$ cat src/rtl/clkrate_pkg.sv
package clkrate_pkg;

    typedef enum logic [1:0] {
        RATE_X4   = 2'b00,
        RATE_RSVD = 2'b01,
        RATE_DIV1 = 2'b10,
        RATE_SLOW = 2'b11
    } rate_e;

    typedef struct packed {
        logic  valid;
        rate_e rate;
    } rate_req_t;

    // Legal when the target is not reserved and the move does not
    // jump straight between the multiplied and the slow mode.
    function automatic logic move_ok(rate_e cur, rate_e req);
        if (req == RATE_RSVD)                       return 1'b0;
        if (req == cur)                             return 1'b1;
        if (cur == RATE_DIV1 || req == RATE_DIV1)   return 1'b1;
        return 1'b0;
    endfunction

endpackage

$ cat src/rtl/rate_ctrl.sv
module rate_ctrl
    import clkrate_pkg::*;
(
    input  logic      clk,
    input  logic      rst,
    input  rate_req_t req,
    input  logic      sb,
    output rate_e     mode_q,
    output logic      restart
);

    rate_e mode_d;

    always_comb begin
        mode_d = mode_q;
        if (sb && mode_q == RATE_SLOW)
            mode_d = RATE_DIV1;
        else if (req.valid && move_ok(mode_q, req.rate))
            mode_d = req.rate;
    end

    assign restart = (mode_d != mode_q);

    always_ff @(posedge clk) begin
        if (rst) mode_q <= RATE_DIV1;
        else     mode_q <= mode_d;
    end

    assert_no_hop_up_R6: assert property (@(posedge clk) disable iff (rst)
        mode_q == RATE_X4 |=> mode_q != RATE_SLOW);

    assert_no_hop_down_R6: assert property (@(posedge clk) disable iff (rst)
        mode_q == RATE_SLOW |=> mode_q != RATE_X4);

    assert_rsvd_never_R7: assert property (@(posedge clk) disable iff (rst)
        mode_q != RATE_RSVD);

    assert_rsvd_dropped_R7: assert property (@(posedge clk) disable iff (rst)
        (req.valid && req.rate == RATE_RSVD && !sb) |=> $stable(mode_q));

    assert_switchback_exit_R8: assert property (@(posedge clk) disable iff (rst)
        (sb && mode_q == RATE_SLOW) |=> mode_q == RATE_DIV1);

    assert_switchback_idle_R9: assert property (@(posedge clk) disable iff (rst)
        (sb && mode_q != RATE_SLOW && !req.valid) |=> $stable(mode_q));

endmodule

$ cat src/rtl/cycle_div.sv
module cycle_div
    import clkrate_pkg::*;
#(
    parameter int CNT_W = 10
) (
    input  logic  clk,
    input  logic  rst,
    input  rate_e mode,
    input  logic  restart,
    output logic  tick
);

    localparam logic [CNT_W-1:0] CNT_TOP = '1;

    logic [CNT_W-1:0] cnt_q;

    always_ff @(posedge clk) begin
        if (rst || restart)
            cnt_q <= '0;
        else if (mode == RATE_SLOW)
            cnt_q <= cnt_q + 1'b1;
        else
            cnt_q <= '0;
    end

    always_comb begin
        tick = 1'b1;
        if (mode == RATE_SLOW)
            tick = (cnt_q == CNT_TOP);
    end

    assert_restart_clears_R5: assert property (@(posedge clk) disable iff (rst)
        restart |=> cnt_q == '0);

    assert_single_pulse_R5: assert property (@(posedge clk) disable iff (rst)
        (mode == RATE_SLOW && tick && !restart) |=> !tick);

    assert_fast_modes_R3: assert property (@(posedge clk) disable iff (rst)
        (mode == RATE_DIV1 || mode == RATE_X4) |-> tick);

endmodule

$ cat src/rtl/clkrate_top.sv
module clkrate_top
    import clkrate_pkg::*;
#(
    parameter int DIV_LOG2 = 10
) (
    input  logic       clk,
    input  logic       rst,
    input  logic       wr_en,
    input  logic [1:0] wr_rate,
    input  logic       switchback,
    output logic [1:0] rate_mode,
    output logic       sys_en
);

    rate_req_t req;
    rate_e     mode_q;
    logic      restart;

    assign req.valid = wr_en;
    assign req.rate  = rate_e'(wr_rate);

    rate_ctrl u_ctrl (
        .clk     (clk),
        .rst     (rst),
        .req     (req),
        .sb      (switchback),
        .mode_q  (mode_q),
        .restart (restart)
    );

    cycle_div #(.CNT_W(DIV_LOG2)) u_div (
        .clk     (clk),
        .rst     (rst),
        .mode    (mode_q),
        .restart (restart),
        .tick    (sys_en)
    );

    assign rate_mode = mode_q;

    assert_reset_mode_R1: assert property (@(posedge clk)
        $past(rst) |-> (rate_mode == 2'b10 && sys_en));

    assert_write_lands_R11: assert property (@(posedge clk) disable iff (rst)
        (wr_en && wr_rate == 2'b10 && !switchback) |=> rate_mode == 2'b10);

endmodule

$ cat config.mk
export PLATFORM = sky130hd
export DESIGN_NAME = clkrate_top
export DESIGN_NICKNAME = d
export VERILOG_FILES = /design/src/rtl/clkrate_pkg.sv /design/src/rtl/rate_ctrl.sv /design/src/rtl/cycle_div.sv /design/src/rtl/clkrate_top.sv
export SDC_FILE = /design/constraint.sdc
export NUM_CORES = 1
export LEC_CHECK = 0
export ABC_AREA = 1
export BUFFER_PORTS_ARGS = -buffer_cell sky130_fd_sc_hd__buf_2
export CAP_MARGIN = 25
export CORE_AREA = 2 2 39 41
export CTS_BUF_LIST = sky130_fd_sc_hd__clkbuf_16
export DETAILED_ROUTE_END_ITERATION = 8
export DIE_AREA = 0 0 41 43
export GPL_TIMING_DRIVEN = 0
export PLACE_DENSITY = 0.73
export SKIP_LAST_GASP = 1
export SYNTH_ARGS = -nofsm -noshare
export SYNTH_HDL_FRONTEND = slang
export SYNTH_SLANG_ARGS = --single-unit
$ cat constraint.sdc
create_clock -name clk -period 1.5 [get_ports clk]
set_input_delay 0.45 -clock clk [delete_from_list [all_inputs] [get_ports clk]]
set_output_delay 0.45 -clock clk [all_outputs]
set_load 0.005 [all_outputs]
# == After elaboration in Yosys (flattened, before gate mapping) ==
# Index checks and enable logic that the tools add are counted.
# classes
add_sub_neg,1
n_eq_ne,7
mux,19
n_bitwise,1
n_reduce_logical,5
# op_table
cell,count
$mux W1,17
$add A10 B1 Y10 const B,1
$eq A10 B10 Y1 const B,1
$eq A2 B2 Y1 const B,3
$mux W2,2
$eq A2 B1 Y1 const B,1
$eq A2 B2 Y1,1
$logic_and A1 B1 Y1,2
$logic_or A1 B1 Y1,2
$ne A2 B2 Y1,1
$reduce_or A2 Y1,1
$not A1 Y1,1
# word_totals
register_bits,12
inputBits,6
output_inout_bits,3

# == Depth between registers and ports, before layout ==
# logic_depth
depth_word,18
depth_mapped,7

# == Modules after synthesis ==
# A second synthesis with hierarchy kept.
# unflattened
hier_cells,89
hier_area_um2,621.8
# by_module_without_submodules
mod,instances,cells_each,area_each_um2
cycle_div,1,63,460.4
rate_ctrl,1,26,161.4

# == Least setup slack after synthesis ==
# No wires, ideal clock.
# synth_timing
path_kind,register to output
start,register u_div.cnt_q[0]
end,output port sys_en
t_arrival_ps,991
required_time_ps,1050
slack_ps,59
stages_incl_launch_ff,6
n_path_buf,0
cell_sequence,dfxtp_1 ha_1 nand2_1 nor2_2 nand3_1 o21ai_0
# synth_between
elab_chain_len,2
# synth_rtl
element,line,rtl
"start, declared",cycle_div.sv:15,logic [CNT_W-1:0] cnt_q;
"start signal, assigned",cycle_div.sv:21,cnt_q <= cnt_q + 1'b1;
$eq A10 B10 Y1,cycle_div.sv:29,tick = (cnt_q == CNT_TOP);
$mux W1,cycle_div.sv:28,if (mode == RATE_SLOW)
"end, declared",clkrate_top.sv:12,output logic sys_en
# No other way between the ends.

# == Worst setup path in the final report ==
# layout_timing
start,register u_div.cnt_q[1]
end,output port sys_en
# The elaborated chain is that of the path after synthesis.

==> results.sh <==
export IMPL_multi_input_area_um2=340
export IMPL_cts_hold_buf=0
export IMPL_required_ps=1050
export IMPL_tightestPinTransition_ps=192
export IMPL_crit_arrival_ps=1200
export IMPL_leakagePower_uw=0.000315
export IMPL_cts_sinks=12
export IMPL_h_tree_depth=1
export IMPL_end_kind="output pin"
export IMPL_nets=106
export IMPL_ir_worst_vdd_uv=674
export IMPL_synth_seq_cells=12
export IMPL_fin_ws_ps=-152
export IMPL_r2r_end="u_div.cnt_q[4]$_SDFF_PP0_"
export IMPL_die_w_um=41
export IMPL_grt_max_degree=7
export IMPL_synth_warnings=0
export IMPL_place_congestion=0.746
export IMPL_reg2reg_depth=7
export IMPL_grt_pass1_vias=498
export IMPL_final_cells=113
export IMPL_ioPinCount=9
export IMPL_finalCriticalPeriod_ps=1650
export IMPL_cp_top_family="flip-flops"
export IMPL_post_route_drc_count=0
export IMPL_clock_latency_ps=240
export IMPL_post_dp_cell_area_um2=657
export IMPL_outcome="complete, but fails checks"
export IMPL_finalWirelength_mm=1.06
export IMPL_fillers=116
export IMPL_layout_commonest_cell="nand2_1"
export IMPL_period_share_pct=110
export IMPL_clockBufferDepth=2
export IMPL_crit_chain="ha_4, nand2_4, nor2_4, nand3_2, o21ai_1, buf_2"
export IMPL_grt_ovfl_total=0
export IMPL_drive_above_1_share_pct=30.9
export IMPL_skew_ps=1.24
export IMPL_hold_ws_ps=419
export IMPL_setup_tns_ps=-152
export IMPL_core_area_um2=1380
export IMPL_slowest_delay_ps=340
export IMPL_port_buffers=8
export IMPL_hold_violations=0
export IMPL_power_density_nw_per_um2=1070
export IMPL_worst_path_stages=6
export IMPL_fin_area_um2=790
export IMPL_antenna_found_initial=0
export IMPL_endpoint="sys_en"
export IMPL_crit_fanout=2
export IMPL_syn_mean_instance_area_um2=7.19
export IMPL_setup_viol_count_final=1
export IMPL_die_h_um=43
export IMPL_cts_buffers=3
export IMPL_synth_fp_nets=90
export IMPL_fmax_ghz=0.605
export IMPL_synth_cells=83
export IMPL_synth_cell_types=16
export IMPL_diodes=0
export IMPL_start_util_pct=43.1
export IMPL_yosysSeqAreaShare_pct=40.3
export IMPL_final_cell_mix="16 x nand2_1, 13 x inv_1, 10 x dfxtp_1"
export IMPL_path_buf_inv=1
export IMPL_ant_nets=0
export IMPL_drv_cap=0
export IMPL_clk_pin_slew_ps=40
export IMPL_worstHoldPathType="in2reg"
export IMPL_path_class="reg2out"
export IMPL_clock_root_buffer="clkbuf_16"
export IMPL_grt_usage_pct=16.3
export IMPL_rows=14
export IMPL_r2r_slack_ps=410
export IMPL_num_vias=551
export IMPL_hpwl_um=796
export IMPL_crit_path_start="u_div.cnt_q[1]$_SDFF_PP0_"
export IMPL_syn2layout_area_growth_pct=32.3
export IMPL_reg2reg_from="u_div.cnt_q[1]$_SDFF_PP0_"
export IMPL_seqCellArea_um2=243
export IMPL_violations="setup timing"
export IMPL_slew_viol_final=0
export IMPL_wire_per_inst_um=9.39
export IMPL_cp_slowest_cell="dfxtp_2"
export IMPL_dp_cells=107
export IMPL_dr_pass1_iters=4
export IMPL_synth_area_um2=597
export IMPL_grt_setup_unrepaired="yes"
export IMPL_drt_initial_drc_count=11
export IMPL_startpoint_type="register"
export IMPL_cts_tree="yes"
export IMPL_die_area_um2=1760
export IMPL_grt_pass1_wl_mm=1.92
export IMPL_viasPerCell=4.88
export IMPL_max_slew_margin_rel_pct=87.2
## kinds of logic (layout without fill, tap and decap cells)
kind of cell	after synthesis	in the layout	share of synthesized area (%)
AND/OR/NAND/NOR	47	47	40.5
buffers and inverters	13	27	8.18
flip-flops	12	12	40.3
AO/OA/AOI/OAI	9	9	7.55
adder cells (fa/ha/maj)	1	1	2.10
XOR/XNOR	1	1	1.47
## final cells by class
| type | count | area share (%) |
|---|---|---|
| repair buffers | 11 | 7.92 |
| flip-flops and latches | 12 | 30.7 |
| clock buffers | 3 | 9.51 |
| inverters | 13 | 6.18 |
| well taps | 16 | 2.54 |
| multi-input cells | 58 | 43.1 |
## worst register-to-register path: cells and delay by family (launching register included)
kind / cells / cell delay [ps]
flip-flops: 1 / 340
AND/OR/NAND/NOR: 3 / 220
buffers and inverters: 2 / 180
adder cells (fa/ha/maj): 1 / 150
XOR/XNOR: 1 / 140
## through the flow
step	utilization [%]	setup WS, ps	power (uW)
CTS	55.8	-239	854
detailed placement	47.5	-138	377
finish	57.1	-152	843
global placement	47.5	-120	376
global route	57.1	-233	873
floorplan	-	58.5	359
## power breakdown
group | internal (uW) | leakage [uW] | switching (uW)
combinational | 19.8 | 0.000180 | 25.1
clock | 346 | 0.0000370 | 123
sequential | 325 | 0.0000980 | 4.03
## synthesized netlist by cell type
cell type  number  area [um2]
nand3b_1        1        7.51
ha_1            1        12.5
nand2_1        17        63.8
nand3_1         4        20.0
nand3_2         2        20.0
nand2_2         2        12.5
nor2_4          3        33.8
nor3_1          3        15.0
inv_1          13        48.8
nor2_2          3        18.8
nor2_1         10        37.5
nand4_1         2        12.5
dfxtp_1        12         240
a21oi_1         6        30.0
xor2_1          1        8.76
o21ai_0         3        15.0
## worst min-delay path by stage
stage	cells after the start	slack, ps	to	startpoint
after floorplan	1	430	u_div.cnt_q[0]$_SDFF_PP0_	u_div.cnt_q[0]$_SDFF_PP0_
after global placement	1	440	u_div.cnt_q[0]$_SDFF_PP0_	u_div.cnt_q[0]$_SDFF_PP0_
after detailed placement	1	460	u_div.cnt_q[0]$_SDFF_PP0_	u_div.cnt_q[0]$_SDFF_PP0_
after CTS	2	420	u_ctrl.mode_q[0]$_SDFF_PP0_	rst
after global routing	2	430	u_ctrl.mode_q[0]$_SDFF_PP0_	rst
final	2	420	u_ctrl.mode_q[0]$_SDFF_PP0_	rst
## sequential cells by signal, indices dropped and copies added, names as in the netlist
register and flops:
u_ctrl.mode_q 2, u_div.cnt_q 10
## per-layer routing
layer  vias to the layer above  GRT usage, %  part of all wire (%)
li1                        294             -                     -
met1                       245          21.1                    44
met2                        10          22.8                    51
met3                         2          4.71                   3.8
met4                         0          10.0                   2.0
met5                         -             0                     0
## repair_timing
| action | 4_1_cts | 5_1_grt |
|---|---|---|
| pin swaps | 4 | 2 |
| setup buffers | 3 | 0 |
| endpoints found under the setup margin | 1 | 1 |
| gates resized for setup | 6 | 4 |
Power figures use the tool's default switching activity.
